$ cat src/rtl/pnl_seq_pkg.sv
package pnl_seq_pkg;
  localparam int ADDR_W = 6;
  localparam int DATA_W = 8;
  localparam int NIB_W  = DATA_W / 2;
  localparam int RES_W  = 3;
  localparam int STEP_W = 3;

  // sequence step numbers, bring-up runs 0..6, standby change runs 5..6
  localparam logic [STEP_W-1:0] ST_LINK_WR = 3'd0;
  localparam logic [STEP_W-1:0] ST_LINK_RD = 3'd1;
  localparam logic [STEP_W-1:0] ST_ID_RD   = 3'd2;
  localparam logic [STEP_W-1:0] ST_RES_RD  = 3'd3;
  localparam logic [STEP_W-1:0] ST_CTL_RD  = 3'd4;
  localparam logic [STEP_W-1:0] ST_MODE_RD = 3'd5;
  localparam logic [STEP_W-1:0] ST_MODE_WR = 3'd6;

  localparam logic [ADDR_W-1:0] A_SCRATCH = 6'd0;
  localparam logic [ADDR_W-1:0] A_IDENT   = 6'd1;
  localparam logic [ADDR_W-1:0] A_RESOL   = 6'd2;
  localparam logic [ADDR_W-1:0] A_MODE    = 6'd3;

  localparam int MODE_ON_BIT  = 0;
  localparam int MODE_SRC_BIT = 7;

  typedef enum logic [1:0] {S_IDLE, S_HOLD, S_ISSUE, S_WAIT} seq_state_e;

  typedef struct packed {
    logic              wr;
    logic [ADDR_W-1:0] addr;
    logic [DATA_W-1:0] wdata;
  } pnl_cmd_t;

  function automatic pnl_cmd_t step_cmd(input logic [STEP_W-1:0] step,
                                        input logic [DATA_W-1:0] pattern,
                                        input logic [DATA_W-1:0] prev_rd,
                                        input logic              wake);
    pnl_cmd_t c;
    c.wr    = 1'b0;
    c.addr  = A_MODE;
    c.wdata = '0;
    case (step)
      ST_LINK_WR: begin c.wr = 1'b1; c.addr = A_SCRATCH; c.wdata = pattern; end
      ST_LINK_RD: c.addr = A_SCRATCH;
      ST_ID_RD:   c.addr = A_IDENT;
      ST_RES_RD:  c.addr = A_RESOL;
      ST_MODE_WR: begin
        c.wr = 1'b1;
        c.wdata = prev_rd;
        c.wdata[MODE_ON_BIT] = wake;
      end
      default: ;
    endcase
    return c;
  endfunction
endpackage

$ cat src/rtl/pnl_req_latch.sv
module pnl_req_latch (
  input  logic clk,
  input  logic rst,
  input  logic en_req,
  input  logic dis_req,
  input  logic take,
  output logic pend_valid,
  output logic pend_wake
);
  always_ff @(posedge clk) begin
    if (rst) begin
      pend_valid <= 1'b0;
      pend_wake  <= 1'b0;
    end else if (en_req || dis_req) begin
      pend_valid <= 1'b1;
      pend_wake  <= en_req;
    end else if (take) begin
      pend_valid <= 1'b0;
    end
  end


  newest_disable_chk: assert property (@(posedge clk) disable iff (rst)
    (dis_req && !en_req) |=> (pend_valid && !pend_wake));


  newest_enable_chk: assert property (@(posedge clk) disable iff (rst)
    en_req |=> (pend_valid && pend_wake));
endmodule

$ cat src/rtl/pnl_ms_timer.sv
module pnl_ms_timer #(
  parameter int CNT_W   = 16,
  parameter int WAIT_MS = 1
) (
  input  logic             clk,
  input  logic             rst,
  input  logic             start,
  input  logic [CNT_W-1:0] ms_cycles,
  output logic             expired
);
  localparam int MS_W = (WAIT_MS > 1) ? $clog2(WAIT_MS) : 1;

  logic [CNT_W-1:0] cyc_q;
  logic             run_q;
  logic             last_cyc;
  logic             last_ms;

  assign last_cyc = ({1'b0, cyc_q} + (CNT_W+1)'(1)) >= {1'b0, ms_cycles};

  generate
    if (WAIT_MS <= 1) begin : g_single
      assign last_ms = 1'b1;
    end else begin : g_multi
      logic [MS_W-1:0] ms_q;
      always_ff @(posedge clk) begin
        if (rst || start)
          ms_q <= '0;
        else if (run_q && last_cyc)
          ms_q <= last_ms ? '0 : ms_q + MS_W'(1);
      end
      assign last_ms = (ms_q == MS_W'(WAIT_MS - 1));
    end
  endgenerate

  always_ff @(posedge clk) begin
    if (rst) begin
      run_q   <= 1'b0;
      cyc_q   <= '0;
      expired <= 1'b0;
    end else begin
      expired <= 1'b0;
      if (start) begin
        run_q <= 1'b1;
        cyc_q <= '0;
      end else if (run_q) begin
        if (last_cyc) begin
          cyc_q <= '0;
          if (last_ms) begin
            run_q   <= 1'b0;
            expired <= 1'b1;
          end
        end else begin
          cyc_q <= cyc_q + CNT_W'(1);
        end
      end
    end
  end


  no_restart_chk: assert property (@(posedge clk) disable iff (rst)
    start |-> !run_q);


  expiry_after_run_chk: assert property (@(posedge clk) disable iff (rst)
    expired |-> $past(run_q));
endmodule

$ cat src/rtl/pnl_status_regs.sv
module pnl_status_regs
  import pnl_seq_pkg::*;
#(
  parameter logic [DATA_W-1:0]      LINK_PAT     = 8'h55,
  parameter logic [(1<<RES_W)-1:0]  BAD_RES_MASK = 8'h0C
) (
  input  logic              clk,
  input  logic              rst,
  input  logic              cap,
  input  logic [STEP_W-1:0] step,
  input  logic [DATA_W-1:0] rdata,
  output logic              link_ok,
  output logic [NIB_W-1:0]  chip_id,
  output logic [NIB_W-1:0]  version,
  output logic [RES_W-1:0]  res_code,
  output logic              res_illegal,
  output logic              sw_ctrl
);
  always_ff @(posedge clk) begin
    if (rst) begin
      link_ok     <= 1'b0;
      chip_id     <= '0;
      version     <= '0;
      res_code    <= '0;
      res_illegal <= 1'b0;
      sw_ctrl     <= 1'b0;
    end else if (cap) begin
      case (step)
        ST_LINK_RD: link_ok <= (rdata == LINK_PAT);
        ST_ID_RD: begin
          chip_id <= rdata[DATA_W-1:NIB_W];
          version <= rdata[NIB_W-1:0];
        end
        ST_RES_RD: begin
          res_code    <= rdata[RES_W-1:0];
          res_illegal <= BAD_RES_MASK[rdata[RES_W-1:0]];
        end
        ST_CTL_RD: sw_ctrl <= rdata[MODE_SRC_BIT];
        default: ;
      endcase
    end
  end


  ident_only_on_capture_chk: assert property (@(posedge clk) disable iff (rst)
    !$past(cap) |-> ($stable(chip_id) && $stable(version)));
endmodule

$ cat src/rtl/pnl_bringup_seq.sv
module pnl_bringup_seq
  import pnl_seq_pkg::*;
#(
  parameter int                     CNT_W        = 16,
  parameter int                     WAIT_MS      = 1,
  parameter logic [DATA_W-1:0]      LINK_PAT     = 8'h55,
  parameter logic [(1<<RES_W)-1:0]  BAD_RES_MASK = 8'h0C
) (
  input  logic              clk,
  input  logic              rst,
  input  logic [CNT_W-1:0]  ms_cycles,
  input  logic              en_req,
  input  logic              dis_req,
  output logic              busy,
  output logic              seq_done,
  output logic              panel_rst,
  output logic              cmd_valid,
  input  logic              cmd_ready,
  output logic              cmd_write,
  output logic [ADDR_W-1:0] cmd_addr,
  output logic [DATA_W-1:0] cmd_wdata,
  input  logic [DATA_W-1:0] cmd_rdata,
  input  logic              cmd_done,
  output logic              link_ok,
  output logic [NIB_W-1:0]  chip_id,
  output logic [NIB_W-1:0]  version,
  output logic [RES_W-1:0]  res_code,
  output logic              res_illegal,
  output logic              sw_ctrl
);
  seq_state_e        st_q;
  logic [STEP_W-1:0] step_q;
  logic [STEP_W-1:0] load_step;
  logic              wake_q;
  logic              up_q;
  logic              pend_valid;
  logic              pend_wake;
  logic              take;
  logic              tmr_start;
  logic              tmr_exp;
  logic              rsp;
  pnl_cmd_t          nxt_cmd;

  assign take      = (st_q == S_IDLE) && pend_valid;
  assign tmr_start = take && pend_wake && !up_q;
  assign rsp       = (st_q == S_WAIT) && cmd_done;

  pnl_req_latch u_req (
    .clk        (clk),
    .rst        (rst),
    .en_req     (en_req),
    .dis_req    (dis_req),
    .take       (take),
    .pend_valid (pend_valid),
    .pend_wake  (pend_wake)
  );

  pnl_ms_timer #(.CNT_W(CNT_W), .WAIT_MS(WAIT_MS)) u_tmr (
    .clk       (clk),
    .rst       (rst),
    .start     (tmr_start),
    .ms_cycles (ms_cycles),
    .expired   (tmr_exp)
  );

  pnl_status_regs #(.LINK_PAT(LINK_PAT), .BAD_RES_MASK(BAD_RES_MASK)) u_stat (
    .clk         (clk),
    .rst         (rst),
    .cap         (rsp),
    .step        (step_q),
    .rdata       (cmd_rdata),
    .link_ok     (link_ok),
    .chip_id     (chip_id),
    .version     (version),
    .res_code    (res_code),
    .res_illegal (res_illegal),
    .sw_ctrl     (sw_ctrl)
  );

  always_comb begin
    load_step = ST_MODE_RD;
    if (st_q == S_HOLD)      load_step = ST_LINK_WR;
    else if (st_q == S_WAIT) load_step = step_q + 3'd1;
  end

  assign nxt_cmd = step_cmd(load_step, LINK_PAT, cmd_rdata,
                            (st_q == S_IDLE) ? pend_wake : wake_q);

  always_ff @(posedge clk) begin
    if (rst) begin
      st_q      <= S_IDLE;
      step_q    <= '0;
      wake_q    <= 1'b0;
      up_q      <= 1'b0;
      panel_rst <= 1'b1;
      busy      <= 1'b0;
      seq_done  <= 1'b0;
      cmd_valid <= 1'b0;
      cmd_write <= 1'b0;
      cmd_addr  <= '0;
      cmd_wdata <= '0;
    end else begin
      seq_done <= 1'b0;
      case (st_q)
        S_IDLE: begin
          if (pend_valid) begin
            wake_q <= pend_wake;
            if (pend_wake && !up_q) begin
              panel_rst <= 1'b0;
              busy      <= 1'b1;
              st_q      <= S_HOLD;
            end else if (up_q) begin
              busy      <= 1'b1;
              step_q    <= load_step;
              cmd_valid <= 1'b1;
              cmd_write <= nxt_cmd.wr;
              cmd_addr  <= nxt_cmd.addr;
              cmd_wdata <= nxt_cmd.wdata;
              st_q      <= S_ISSUE;
            end
          end
        end
        S_HOLD: begin
          if (tmr_exp) begin
            step_q    <= load_step;
            cmd_valid <= 1'b1;
            cmd_write <= nxt_cmd.wr;
            cmd_addr  <= nxt_cmd.addr;
            cmd_wdata <= nxt_cmd.wdata;
            st_q      <= S_ISSUE;
          end
        end
        S_ISSUE: begin
          if (cmd_ready) begin
            cmd_valid <= 1'b0;
            st_q      <= S_WAIT;
          end
        end
        S_WAIT: begin
          if (cmd_done) begin
            if (step_q == ST_MODE_WR) begin
              busy     <= 1'b0;
              seq_done <= 1'b1;
              up_q     <= 1'b1;
              st_q     <= S_IDLE;
            end else begin
              step_q    <= load_step;
              cmd_valid <= 1'b1;
              cmd_write <= nxt_cmd.wr;
              cmd_addr  <= nxt_cmd.addr;
              cmd_wdata <= nxt_cmd.wdata;
              st_q      <= S_ISSUE;
            end
          end
        end
        default: st_q <= S_IDLE;
      endcase
    end
  end


  reset_stays_released_chk: assert property (@(posedge clk) disable iff (rst)
    !panel_rst |=> !panel_rst);


  no_access_in_reset_chk: assert property (@(posedge clk) disable iff (rst)
    panel_rst |-> !cmd_valid);


  cmd_hold_chk: assert property (@(posedge clk) disable iff (rst)
    (cmd_valid && !cmd_ready) |=> (cmd_valid && $stable(cmd_write)
                                   && $stable(cmd_addr) && $stable(cmd_wdata)));


  valid_in_busy_chk: assert property (@(posedge clk) disable iff (rst)
    cmd_valid |-> busy);


  done_after_busy_chk: assert property (@(posedge clk) disable iff (rst)
    seq_done |-> (!busy && $past(busy)));


  mode_bit_match_chk: assert property (@(posedge clk) disable iff (rst)
    (cmd_valid && cmd_write && cmd_addr == A_MODE) |-> (cmd_wdata[MODE_ON_BIT] == wake_q));
endmodule

$ cat config.mk
export PLATFORM = sky130hd
export DESIGN_NAME = pnl_bringup_seq
export DESIGN_NICKNAME = d
export VERILOG_FILES = /design/src/rtl/pnl_seq_pkg.sv /design/src/rtl/pnl_req_latch.sv /design/src/rtl/pnl_ms_timer.sv /design/src/rtl/pnl_status_regs.sv /design/src/rtl/pnl_bringup_seq.sv
export SDC_FILE = /design/constraint.sdc
export NUM_CORES = 1
export LEC_CHECK = 0
export CAP_MARGIN = 5
export CORE_AREA = 2 2 88 90
export DETAILED_ROUTE_END_ITERATION = 8
export DIE_AREA = 0 0 90 92
export PLACE_DENSITY = 0.67
export SLEW_MARGIN = 20
export SYNTH_ARGS = -nofsm -noshare
export SYNTH_HDL_FRONTEND = slang
export SYNTH_SLANG_ARGS = --single-unit
export TNS_END_PERCENT = 50
$ cat constraint.sdc
create_clock -name clk -period 7.5 [get_ports clk]
set_clock_uncertainty 0.2 [all_clocks]
set_input_delay 1.5 -clock clk [delete_from_list [all_inputs] [get_ports clk]]
set_output_delay 1.5 -clock clk [all_outputs]
set_load 0.01 [all_outputs]
# [Yosys cells after proc, flatten, opt, wreduce, memory -nomap -nowiden]
# Memory sizes are Yosys's and may differ from the RTL's. A register that Yosys moved wholly into a read port is not among the register bits.
# Index checks and enable logic that the tools add are counted.
# W data, S select, Z words.
[totals] input_bits=30 word_cells=142 romBits=8 output_inout_bits=33 register_bits=59 memories=1
[classes] n_eq_ne=22 order_cmp=1 reduce_logical=28 mux=63 add_sub_neg=3 bitwise_logic=3
[mem_list] name="(no name shown)" words=8 width=1 rd=1 rd_clocked_by_memory_dff=1 write_ports=0 line="pnl_status_regs.sv:36" text="res_illegal <= BAD_RES_MASK[rdata[RES_W-1:0]];"
[op_table] operator="$mux W8" n=6
[op_table] operator="$mux W6" n=6
[op_table] operator="$mux W1" n=26
[op_table] operator="$mux W3" n=8
[op_table] operator="$pmux W8 S3" n=1
[op_table] operator="$pmux W6 S3" n=1
[op_table] operator="$add A16 B1 Y17 const B" n=1
[op_table] operator="$ge A17 B16 Y1" n=1
[op_table] operator="$add A16 B1 Y16 const B" n=1
[op_table] operator="$mux W16" n=1
[op_table] operator="$pmux W8 S2" n=1
[op_table] operator="$mux W2" n=7
[op_table] operator="$reduce_and A7 Y1" n=2
[op_table] operator="$eq A3 B2 Y1 const B" n=4
[op_table] operator="$ne A2 B2 Y1 const B" n=5
[op_table] operator="$reduce_and A2 Y1" n=5
[op_table] operator="$reduce_and A5 Y1" n=2
[op_table] operator="$eq A3 B3 Y1 const B" n=3
[op_table] operator="$pmux W3 S3" n=1
[op_table] operator="$eq A8 B7 Y1 const B" n=1
[op_table] operator="$pmux W2 S4" n=1
[op_table] operator="$eq A3 B1 Y1 const B" n=2
[op_table] operator="$ne A2 B1 Y1 const B" n=3
[op_table] operator="$pmux W2 S3" n=1
[op_table] operator="18 further kinds" n=30

# [Depth between registers and ports, before layout]
[depth] ltp_word=10 mapped_depth=13 depth_no_buf=12

# [Modules after synthesis]
# A second synthesis with hierarchy kept.
[hier_totals] hier_cells=377 area_unflattened_um2=3204.3
[by_module_without_submodules] module="pnl_ms_timer" area_per_inst_um2=1430.1 seq_area_each_um2=360.3 cells_each=194 instances=1
[by_module_without_submodules] module="pnl_bringup_seq" area_per_inst_um2=1151.1 seq_area_each_um2=440.4 cells_each=123 instances=1
[by_module_without_submodules] module="pnl_status_regs" area_per_inst_um2=549.3 seq_area_each_um2=280.3 cells_each=52 instances=1
[by_module_without_submodules] module="pnl_req_latch" area_per_inst_um2=73.8 seq_area_each_um2=40.0 cells_each=8 instances=1

# [Worst setup path after synthesis]
# OpenSTA, ideal clock, no wires.
[synth_timing] kind="input port to flip-flop" start="in ms_cycles[4]" end="reg u_tmr.cyc_q[0]" required_time_ps=7215 path_buffers=1 path_slack_ps=4196 setup_ps=85 t_arrival_ps=3020 path_stages=9 cell_sequence="inv_1 ha_1 and4_4 a31oi_1 o221ai_2 a211oi_4 buf_6 nand2_1 o31ai_2"
[synth_between] elab_chain_cells=2
[synth_rtl] item="start: declaration" line="pnl_bringup_seq.sv:11" text="input logic [CNT_W-1:0] ms_cycles,"
[synth_rtl] item="$ge A17 B16 Y1" line="pnl_ms_timer.sv:18" text="assign last_cyc = ({1'b0, cyc_q} + (CNT_W+1)'(1)) >= {1'b0, ms_cycles};"
[synth_rtl] item="$mux W16" line="pnl_ms_timer.sv:46" text="if (last_cyc) begin"
[synth_rtl] item="end signal: assignment" line="pnl_ms_timer.sv:53" text="cyc_q <= cyc_q + CNT_W'(1);"
[synth_rtl] item="end: declaration" line="pnl_ms_timer.sv:13" text="logic [CNT_W-1:0] cyc_q;"
# Every way passes these cells.
# A chain may end at the register's enable or synchronous reset.

# [Final worst setup path]
[layout_timing] start="in ms_cycles[7]" end="reg u_tmr.cyc_q[0]"
# Same word-level chain as after synthesis.

==> summary.md <==
| Metric | Value |
|---|---|
| Status | `complete, no violations` |
| DR iter-0 viols | `117` |
| Peak VDD IR | `77.8 uV` |
| DRT Pass-1 Iters | `4` |
| Crit Reg-Reg Endpoint | `u_tmr.cyc_q[0]` |
| Core Rows | `32` |
| # H-tree levels | `2` |
| FF-to-FF Start | `u_tmr.cyc_q[0]` |
| Lkg Pwr | `1.54 nW` |
| Final #Nets | `513` |
| Critical path class | `primary input to flip-flop` |
| CP top delay family | `compound AO/OA/AOI/OAI gates` |
| Remaining Overflow, GRT | `0` |
| Synth Area in Compound Gates | `15.5%` |
| Main combinational cell family by area after synthesis | `simple AND/OR/NAND/NOR gates` |
| Crit. path cell count | `9` |
| GR Util All Layers | `16.9%` |
| Largest net degree at the start of global routing | `39` |
| Worst reg2reg path depth | `12` |
| Sequential area share after synthesis | `34.8%` |
| Routed vias/inst | `5.01` |
| Slew HR | `32.2%` |
| Global-route wire length before repair | `11800 um` |
| Die X | `90 um` |
| Cts-stage hold buffer count | `0` |
| Unrepaired setup endpoints after global routing | `no` |
| Slew @ Worst Pin | `1010 ps` |
| Worst EP required | `7530 ps` |
| RD Place Congestion | `0.784` |
| FF+latch area | `0.00112 sq mm` |
| Most frequent cells in the layout | `clkdlybuf4s50_1, dfxtp_1, nor2_1, a21oi_1, nand2_1` |
| FMAX | `0.250 GHz` |
| Vias in the first global route | `2570` |
| CTS tree | `done` |
| HP Class | `flip-flop to flip-flop` |
| Max-Cap Viols | `0` |
| Setup TNS Final | `0 ps` |
| Via count | `2804` |
| Worst Setup EP | `u_tmr.cyc_q[0]` |
| # resized after CTS | `0` |
| Critical path, cell by cell | `clkdlybuf4s50_1 > inv_1 > ha_1 > a21o_1 > a21oi_1 > o221ai_2 > a211oi_4 > nand2_1 > o31ai_2` |
| CP startpoint | `ms_cycles[7]` |
| Area Growth Syn to Fin | `22.3%` |
| Placed Cells | `552` |
| Post-Layout Cell Count | `560` |
| Die height | `92 um` |
| Slowest stage delay, CP | `780 ps` |
| Initial Utilization | `43.3%` |
| Buf/Inv on CP | `2` |
| Power Total | `778 uW` |
| Post-Route Utilization | `52.9%` |
| Crit-path max FO | `22` |
| R2R Setup Slk | `3740 ps` |
| Multi-input logic area | `0.00188 sq mm` |
| Slew Viols, Final | `0` |
| Cells after synthesis | `410` |
| #FFs+latches synth | `56` |
| Worst-path clk slew | `100 ps` |
| Final wirelength | `6950 um` |
| Routed len/inst | `12.4 um` |
| Hpwl dp | `5180 um` |
| Final Setup Violations | `0` |
| Final hold viol count | `0` |
| Layout cells sized above 1 | `3.93%` |
| DR DRC count | `0` |
| CTS sink cnt | `56` |
| Most common cell after layout, fill and taps aside | `clkdlybuf4s50_1` |
| Simple-Gate Fraction of Synth Area | `26.5%` |
| Initial antenna violation count | `0` |
| Post-synthesis adder-cell area fraction | `10.1%` |
| Final period utilization | `53.4%` |
| Clock Latency Late Sink | `300 ps` |
| Capturing element type of the critical path | `flip-flop` |
| Die area | `0.00828 sq mm` |
| Clock root buffer | `clkbuf_8` |
| Hold Startpoint | `panel_rst` |
| Inserted Clock Buffers | `5` |
| Xor/xnor share of the synthesized area | `3.80%` |
| Number of fill cells | `746` |
| Core Region | `0.00745 sq mm` |
| Synth Cell Area | `0.00322 sq mm` |
| CP Launch Type | `primary input` |
| PD cells | `197 mW/mm^2` |
| Clock Path Buffers | `2` |
| Worst Path Arrival | `4030 ps` |
| Post-synthesis mux area share | `2.17%` |
| Post-route ant nets | `0` |
| Fin crit period | `4000 ps` |
| Yosys cell types | `49` |
| Ant. Diodes | `0` |
| Post-Syn Area per Cell | `7.86 sq um` |
| I/O pins | `63` |
| PortBufs | `58` |
| Max stage delay cell, worst path | `a211oi_4` |
| Postcts setup bufs | `0` |
| Yosys warns | `0` |
[layout make-up]
cell class,instances,area share [%]
multi-input cells,305,47.8
clock inverters,2,0.889
clock buffers,6,1.84
flip-flops and latches,56,28.4
inverters,30,2.86
repair buffers,59,14.9
well taps,102,3.24
[metrics by stage]
stage	cell area, sq um	setup WS, ps	hold slack, ps
2_1_floorplan	3230	4200	236
3_3_place_gp	3830	3240	236
3_5_place_dp	3830	3180	242
4_1_cts	3940	3500	258
5_1_grt	3940	3330	278
6_report	3940	3500	250
[worst min-delay path: cells and delay by family, from the launching register on]
kind             cells  cell delay, ps
flip-flops           1             320
AND/OR/NAND/NOR      2              90
[logic make-up (layout without fill, tap and decap cells)]
group,count (synthesis),after routing
AOI/OAI and AO/OA,83,83
xor gates and xnor gates,14,14
adders and majority gates,26,26
buffers and inverters,52,97
DFF,56,56
muxes,7,7
other,1,4
and+or+nand+nor,171,171
[per-layer routing]
layer,global-route usage (%),vias to the layer above,wire [um]
met3,2.30,7,197
met4,4.10,0,69
met1,21.2,1274,3230
met5,0,-,0
met2,30.8,46,3450
li1,-,1477,-
[synth_stat cells (all sizes together)]
| library cell | instances | area, sq um |
|---|---|---|
| dfxtp | 56 | 1120 |
| a21oi | 51 | 255 |
| nor2 | 51 | 191 |
| nand2 | 47 | 176 |
| inv | 30 | 113 |
| ha | 26 | 325 |
| nand2b | 18 | 113 |
| nand3 | 16 | 85.1 |
| buf | 13 | 82.6 |
| nand4 | 10 | 68.8 |
| clkbuf | 9 | 33.8 |
| o21ai | 9 | 45.0 |
| xnor2 | 9 | 78.8 |
| mux2i | 7 | 70.1 |
| a31oi | 6 | 37.5 |
| and3 | 6 | 37.5 |
| nor3 | 5 | 40.0 |
| xor2 | 5 | 43.8 |
| nand3b | 4 | 30.0 |
| nand4b | 4 | 35.0 |
| a211oi | 3 | 35.0 |
| a21o | 3 | 22.5 |
| a311oi | 2 | 17.5 |
| and4 | 2 | 20.0 |
| nor3b | 2 | 15.0 |
| o21a | 2 | 15.0 |
| o221ai | 2 | 23.8 |
| o31ai | 2 | 20.0 |
| a2111oi | 1 | 8.76 |
| a32oi | 1 | 8.76 |
| and2 | 1 | 6.26 |
| conb | 1 | 3.75 |
| nor2b | 1 | 6.26 |
| nor4 | 1 | 6.26 |
| nor4bb | 1 | 10.0 |
| o2bb2ai | 1 | 8.76 |
| or2 | 1 | 6.26 |
| or3 | 1 | 6.26 |
[worst min-delay path by stage]
stage	to	slack, ps	cells past startpoint
after floorplan	wake_q	240	2
after global placement	panel_rst	240	2
after detailed placement	panel_rst	240	2
after CTS	panel_rst	260	2
after global routing	u_stat.version[0]	280	2
final	panel_rst	250	2
[state kept, by name, indices dropped and copies added, names as in the netlist, 2 cells and up]
name,count
u_stat.chip_id,4
u_tmr.cyc_q,16
cmd_addr,2
cmd_wdata,8
step_q,3
u_stat.version,4
u_stat.res_code,3
st_q,2
[where the power goes]
group | switching, mW | internal (mW) | leakage [nW]
logic | 0.129 | 0.102 | 1.03
clock network | 0.0978 | 0.0993 | 0.0552
registers | 0.0277 | 0.322 | 0.453
total | 0.254 | 0.524 | 1.54
No activity file was read; power rests on OpenSTA's default activity.
